[src/rtl/pfq_pkg.sv]
package pfq_pkg;

    localparam int SEG_W  = 16;
    localparam int OFF_W  = 16;
    localparam int ADDR_W = 20;
    localparam int WORD_W = 16;
    localparam int BYTE_W = 8;

    typedef enum logic [0:0] {
        FS_IDLE = 1'b0,
        FS_WAIT = 1'b1
    } fetch_state_e;

    function automatic logic [ADDR_W-1:0] phys_addr(input logic [SEG_W-1:0] seg,
                                                    input logic [OFF_W-1:0] off);
        logic [ADDR_W-1:0] seg_part;
        logic [ADDR_W-1:0] off_part;
        seg_part = {seg, 4'b0000};
        off_part = {{(ADDR_W-OFF_W){1'b0}}, off};
        return seg_part + off_part;
    endfunction

endpackage

[src/rtl/pfq_store.sv]
module pfq_store #(
    parameter int DEPTH = 6,
    parameter int PTR_W = $clog2(DEPTH),
    parameter int CNT_W = $clog2(DEPTH + 1)
) (
    input  logic             clk,
    input  logic             rst_n,
    input  logic             clear,
    input  logic [1:0]       push_n,
    input  logic [7:0]       push_lo,
    input  logic [7:0]       push_hi,
    input  logic             pop_take,
    output logic [7:0]       head,
    output logic [CNT_W-1:0] level,
    output logic             not_empty
);

    logic [7:0]       slots [DEPTH];
    logic [PTR_W-1:0] rd_ptr;
    logic [PTR_W-1:0] wr_ptr;
    logic [PTR_W-1:0] wr_ptr_p1;
    logic [PTR_W-1:0] wr_ptr_p2;
    logic [CNT_W-1:0] count;

    function automatic logic [PTR_W-1:0] step(input logic [PTR_W-1:0] p);
        return (p == PTR_W'(DEPTH - 1)) ? '0 : p + PTR_W'(1);
    endfunction

    always_comb begin
        wr_ptr_p1 = step(wr_ptr);
        wr_ptr_p2 = step(wr_ptr_p1);
    end

    // Byte storage: no reset needed, validity is tracked by count.
    always_ff @(posedge clk) begin
        if (push_n != 2'd0) begin
            slots[wr_ptr] <= push_lo;
        end
        if (push_n == 2'd2) begin
            slots[wr_ptr_p1] <= push_hi;
        end
    end

    always_ff @(posedge clk) begin
        if (!rst_n || clear) begin
            rd_ptr <= '0;
            wr_ptr <= '0;
            count  <= '0;
        end else begin
            unique case (push_n)
                2'd1:    wr_ptr <= wr_ptr_p1;
                2'd2:    wr_ptr <= wr_ptr_p2;
                default: wr_ptr <= wr_ptr;
            endcase
            if (pop_take) begin
                rd_ptr <= step(rd_ptr);
            end
            count <= count + CNT_W'(push_n) - CNT_W'(pop_take);
        end
    end

    always_comb begin
        head      = slots[rd_ptr];
        level     = count;
        not_empty = (count != '0);
    end

endmodule

[src/rtl/pfq_fetch.sv]
module pfq_fetch
    import pfq_pkg::*;
#(
    parameter logic [15:0] RST_SEG = 16'hFFFF,
    parameter logic [15:0] RST_OFF = 16'h0000
) (
    input  logic              clk,
    input  logic              rst_n,
    input  logic              flush,
    input  logic [SEG_W-1:0]  flush_seg,
    input  logic [OFF_W-1:0]  flush_off,
    input  logic              room_ok,
    input  logic              bus_ack,
    input  logic [WORD_W-1:0] bus_data,
    output logic              bus_req,
    output logic [ADDR_W-1:0] bus_addr,
    output logic [1:0]        push_n,
    output logic [7:0]        push_lo,
    output logic [7:0]        push_hi
);

    fetch_state_e     state_q;
    fetch_state_e     state_d;
    logic [SEG_W-1:0] seg_q;
    logic [OFF_W-1:0] off_q;
    logic             accept;

    // State register
    always_ff @(posedge clk) begin
        if (!rst_n) begin
            state_q <= FS_IDLE;
        end else begin
            state_q <= state_d;
        end
    end

    // Transitions: issue, complete, cancel
    always_comb begin
        state_d = state_q;
        unique case (state_q)
            FS_IDLE: if (!flush && room_ok) state_d = FS_WAIT;
            FS_WAIT: if (flush || bus_ack)  state_d = FS_IDLE;
            default: state_d = FS_IDLE;
        endcase
    end

    // Fetch pointer
    always_ff @(posedge clk) begin
        if (!rst_n) begin
            seg_q <= RST_SEG;
            off_q <= RST_OFF;
        end else if (flush) begin
            seg_q <= flush_seg;
            off_q <= flush_off;
        end else if (accept) begin
            off_q <= off_q + (off_q[0] ? OFF_W'(1) : OFF_W'(2));
        end
    end

    // Outputs
    always_comb begin
        bus_req  = (state_q == FS_WAIT);
        bus_addr = phys_addr(seg_q, off_q);
        accept   = bus_req && bus_ack && !flush;
        push_lo  = off_q[0] ? bus_data[15:8] : bus_data[7:0];
        push_hi  = bus_data[15:8];
        if (!accept) begin
            push_n = 2'd0;
        end else if (off_q[0]) begin
            push_n = 2'd1;
        end else begin
            push_n = 2'd2;
        end
    end

endmodule

[src/rtl/pfq_top.sv]
module pfq_top
    import pfq_pkg::*;
#(
    parameter int          DEPTH   = 6,
    parameter logic [15:0] RST_SEG = 16'hFFFF,
    parameter logic [15:0] RST_OFF = 16'h0000,
    parameter int          CNT_W   = $clog2(DEPTH + 1)
) (
    input  logic              clk,
    input  logic              rst_n,
    input  logic              flush,
    input  logic [15:0]       flush_seg,
    input  logic [15:0]       flush_off,
    output logic              bus_req,
    output logic [19:0]       bus_addr,
    input  logic              bus_ack,
    input  logic [15:0]       bus_data,
    input  logic              pop,
    output logic [7:0]        byte_out,
    output logic              byte_valid,
    output logic [CNT_W-1:0]  level
);

    logic [1:0] push_n;
    logic [7:0] push_lo;
    logic [7:0] push_hi;
    logic       pop_take;
    logic       room_ok;

    always_comb begin
        room_ok  = (level <= CNT_W'(DEPTH - 2));
        pop_take = pop && byte_valid;
    end

    pfq_fetch #(
        .RST_SEG (RST_SEG),
        .RST_OFF (RST_OFF)
    ) u_fetch (
        .clk       (clk),
        .rst_n     (rst_n),
        .flush     (flush),
        .flush_seg (flush_seg),
        .flush_off (flush_off),
        .room_ok   (room_ok),
        .bus_ack   (bus_ack),
        .bus_data  (bus_data),
        .bus_req   (bus_req),
        .bus_addr  (bus_addr),
        .push_n    (push_n),
        .push_lo   (push_lo),
        .push_hi   (push_hi)
    );

    pfq_store #(
        .DEPTH (DEPTH),
        .CNT_W (CNT_W)
    ) u_store (
        .clk       (clk),
        .rst_n     (rst_n),
        .clear     (flush),
        .push_n    (push_n),
        .push_lo   (push_lo),
        .push_hi   (push_hi),
        .pop_take  (pop_take),
        .head      (byte_out),
        .level     (level),
        .not_empty (byte_valid)
    );

endmodule

[config.mk]
export PLATFORM = sky130hd
export DESIGN_NAME = pfq_top
export DESIGN_NICKNAME = d
export VERILOG_FILES = /design/src/rtl/pfq_pkg.sv /design/src/rtl/pfq_store.sv /design/src/rtl/pfq_fetch.sv /design/src/rtl/pfq_top.sv
export SDC_FILE = /design/constraint.sdc
export NUM_CORES = 1
export LEC_CHECK = 0
export CORE_UTILIZATION = 40
export DETAILED_ROUTE_END_ITERATION = 12
export GPL_TIMING_DRIVEN = 0
export PLACE_DENSITY = 0.7
export SLEW_MARGIN = 20
export SYNTH_ARGS = -nofsm -noshare
export SYNTH_HDL_FRONTEND = slang
export SYNTH_SLANG_ARGS = --single-unit
[constraint.sdc]
create_clock -name clk -period 3.4 [get_ports clk]
set_input_delay 0.85 -clock clk [delete_from_list [all_inputs] [get_ports clk]]
set_output_delay 0.85 -clock clk [all_outputs]
set_load 0.01 [all_outputs]
==> impl.org <==
** Worst setup path
- Arrival time at the worst endpoint :: 2.44 ns
- For the worst flop-to-flop path, the logic depth is 7.
- The worst setup path is of the flop to output pin kind.
- Sort of element at the end of the critical path :: output pin
- The worst setup path is launched from a flop.
- Worst Path Max Fanout :: 5
- Required time worst endpoint :: 2.55 ns

** STA
- Final worst path period share :: 96.8%
- Derived from the worst setup path, the maximum achievable clock frequency is just over 0.3 GHz.
- RSZ-0062 raised after global routing :: true
- Slew Limit Fails :: 0
- In this run the tightest slew margin relative to its limit is 41.6%.
- Setup violations remaining at the end of the flow were counted as 0.
- Final hold viol count :: 0
- Min setup slack post-route :: between 0.1 and 0.15 ns
- For the pin with the worst max-slew slack, the measured transition is slightly below 0.9 ns.
- Minimum clock period after layout :: 3.29 ns
- The clock arrives with 0.00608 ns of skew.

** Power and ir drop
- Leak Pwr :: roughly 2.5 nW
- Combinational fraction of design power :: 21.0%
- Switching share of power :: 25.7%
- Summed over all nets, the switching power comes to 0.741 mW.
- Design internal power :: between 2 and 2.5 mW
- IR analysis of the VDD net gives a maximum drop of around 0.00024 V.
- Relative contribution of sequential cells to total power :: 43.4%
- Portion of total power attributed to the clock network :: a little over a third
- Power per standard cell area :: 428 mW/mm^2

** GRT
- The number of antenna violations at the first check in global routing was 0.
- Vias in the first global route :: 3837
- Entering global routing, the biggest net connects 16 pins.
- For this run, the total global-route usage over all layers was measured as 18.5%.
- Grt total ovfl :: 0
- Global-route wire length before repair :: 18900 microns

** Synth
- Biggest area consumer among synthesized cells :: edfxtp_1
- Biggest area contributors in the synthesized netlist :: edfxtp_1, dfxtp_1, mux2_2, mux2i_1, ha_1
- For this run, the leading register cell type out of synthesis is edfxtp_1.
- A synthesized cell averages roughly 11 sq um.
- Share of synthesized flip-flops with an asynchronous set or reset :: 0%
- Fraction of synthesized cell area taken by the top area cell type :: roughly 27%
- Mapped Cells :: 471
- Post-synth EDFFs :: 48
- Count of different cell masters after synthesis :: 60
- Summing every instance area after synthesis gives 0.00527 sq mm.
- Syn Nets :: 545
- Share of synthesized area occupied by flip-flops and latches :: 44.5%
- Seq cells post-synth :: 93
- The Yosys step of the flow raised 0 warnings.

** Run
- Number of violations of the max-capacitance limit :: 0

** Placed design
- Detailed placement finished with a half-perimeter wire length of 8790 microns.
- Pre-CTS setup slack :: -0.101 ns
- GPL Wtd Cong :: 0.822
- Area after detailed placement :: 0.00633 sq mm
- The count of buffers added on input and output ports is 83.
- Total placed cells including tap cells :: 727

** Final layout
- In the final layout, flip-flops and latches occupy ~0.0023 sq mm.
- From synthesis to final layout, the design area changed by 27.4%.
- Area occupied by multi-input gates :: 0.00279 sq mm
- Final instance area :: 0.00671 sq mm
- In the final design database the tool counted 643 nets.
- The finished layout holds 746 standard cells, fillers aside.
- FILL cells :: 1187
- Share of cells above drive strength 1 :: 22.1%
- Count of inserted antenna diode cells :: 0

** Floorplan
- The floorplan step defined a core boundary enclosing 0.0127 sq mm.
- Row cnt :: 41
- Die footprint :: 0.0136 sq mm
- Overall die width :: 117 microns
- In this run the count of I/O pins placed on the die edge is between 80 and 90.
- The die is 117 microns tall.
- Initial Util :: 41.4%

** Detailed routing
- For this block, the via count after detailed routing is about 3800.
- Remaining design rule violation count :: 0
- Overall routed net length :: between 10000 and 15000 microns
- Post-detailed-route count of antenna-violating nets :: 0
- For this run, the detailed router's first-pass iteration total came to 4.
- Average wire per standard cell :: approximately 16 microns
- DRC violation total after the first TritonRoute iteration :: 118
- Vias per cell :: 5.11

** Clock network
- Maximum level of the CTS H-tree :: 3
- The number of clock buffers added by TritonCTS is 9.
- Hold buffers post-CTS :: 0
- TritonCTS built the clock tree.
- Clk buf depth :: 2
- After clock tree synthesis, the clock-pin slew on the worst setup and hold paths is 0.06 ns.
- CTS Root Buffer Type :: clkbuf_16
- Clock insertion delay at the later pin of the skew report :: 0.35 ns
- For this design, the sink count on the clock tree is between 90 and 100.

** Worst hold path
- Hold path cells :: 2
- The worst hold path belongs to the class flop to flop.

** Run status
- Run status :: complete, no violations
==> final timing paths <==
| kind | startpoint | endpoint | slack (ns) |
|---|---|---|---|
| worst max register to register | u_fetch.bus_req | u_store.slots[3][1] | 0.96 |
| worst min register to register | u_fetch.seg_q[4] | u_fetch.seg_q[4] | 0.48 |
| worst min-delay path | u_fetch.seg_q[4] | u_fetch.seg_q[4] | 0.48 |
| worst max-delay path | u_fetch.off_q[5] | bus_addr[11] | 0.11 |
==> cell families after synthesis <==
logic type	Yosys count	synth area share, %
AOI/OAI and AO/OA	74	9.62
xor gates and xnor gates	32	5.32
adders and majority gates	21	5.27
buffers and inverters	39	3.97
DFF	93	44.5
muxes	83	18.8
and+or+nand+nor	129	12.6
==> synth_stat cells, types with 3 or more instances <==
| library cell | instances |
|---|---|
| dfxtp_1 | 45 |
| nand4_1 | 5 |
| clkbuf_1 | 9 |
| nand2_1 | 36 |
| and2_1 | 9 |
| a211oi_1 | 3 |
| nor2b_1 | 5 |
| xnor2_1 | 20 |
| o211a_1 | 4 |
| ha_1 | 19 |
| buf_4 | 6 |
| and3_1 | 4 |
| a21oi_2 | 4 |
| edfxtp_1 | 48 |
| inv_1 | 13 |
| mux2_2 | 45 |
| a21oi_4 | 3 |
| mux2_1 | 3 |
| o21ai_0 | 17 |
| mux4_2 | 8 |
| a21oi_1 | 23 |
| nand3_1 | 8 |
| nand2b_1 | 4 |
| buf_2 | 7 |
| xor2_1 | 12 |
| a21o_1 | 3 |
| mux2i_1 | 27 |
| nor3b_1 | 3 |
| nor2_1 | 35 |
| nor3_1 | 8 |
==> critical path: stages (launching register included) <==
cell	delay (ns)
dfxtp_2	0.36
ha_1	0.33
a211oi_2	0.23
o21bai_1	0.12
a21oi_2	0.19
o21ai_1	0.10
xor2_1	0.20
clkdlybuf4s50_1	0.57
==> power groups by stage <==
stage / Sequential [mW] / Combinational, mW / Clock [mW]
finish: 1.25 / 0.604 / 1.02
global route: 1.25 / 0.661 / 1.09
CTS: 1.25 / 0.603 / 1.05
detailed placement: 1.27 / 0.591 / 0
global placement: 1.27 / 0.582 / 0
floorplan: 1.26 / 0.338 / 0
==> per-layer routing <==
layer | vias to the layer above | GRT usage, % | routed length [microns]
met4 | 0 | 5.32 | 125
li1 | 1908 | - | -
met5 | - | 0 | 0
met3 | 14 | 4.43 | 542
met1 | 1793 | 22.2 | 5310
met2 | 95 | 33.0 | 6000
==> placed cells by master (no fill, tap or decap), types with 3 or more instances in the layout <==
master           instances
o21ai_0                 11
and2_1                   9
nand3_1                  8
mux4_2                   8
edfxtp_1                48
xnor2_1                 20
a21oi_4                  3
clkbuf_16                9
xor2_1                  12
o21ai_1                  7
buf_2                    8
clkdlybuf4s50_1         75
a21oi_2                  6
mux2i_1                 27
dlygate4sd2_1            3
dfxtp_2                  4
nor2b_1                  5
clkbuf_1                10
a21oi_1                 21
nand4_1                  5
inv_1                   13
nor2_1                  35
mux2_1                   3
dfxtp_1                 41
and3_1                   4
mux2_2                  45
nand2b_1                 4
a21o_1                   3
nor3_1                   7
nand2_1                 36
buf_4                   10
o211a_1                  4
ha_1                    16
==> layout make-up <==
cell class | instances | area share [%]
flip-flops and latches | 93 | 35.0
clock buffers | 11 | 3.62
well taps | 172 | 3.21
multi-input cells | 339 | 41.5
repair buffers | 87 | 12.7
inverters | 14 | 0.783
clock inverters | 5 | 0.895
plain buffers | 25 | 2.33
==> through the flow <==
stage | setup TNS [ns] | hold slack, ns | power (mW) | util (%)
floorplan | 0 | 0.446 | 1.60 | -
global placement | -6.50 | 0.461 | 1.85 | 49.6
detailed placement | -0.169 | 0.471 | 1.86 | 49.8
CTS | 0 | 0.490 | 2.90 | 52.6
global route | -0.00567 | 0.517 | 3.00 | 52.8
finish | 0 | 0.483 | 2.88 | 52.8
==> flip-flops by register name (all words and copies together) (netlist names), named ones only <==
signal / flops
u_fetch.bus_req: 1
u_store.rd_ptr: 3
u_fetch.off_q: 16
u_fetch.seg_q: 16
u_store.level: 3
u_store.slots: 48
u_store.wr_ptr: 3
==> what timing repair did <==
item	in CTS	in global routing
gates resized for setup	28	9
setup endpoints to repair	9	6
setup buffers	1	2
pin swaps	3	3
gates cloned	0	0
hold endpoints to repair	0	0
Note: power is estimated with default switching activity, not from simulation.
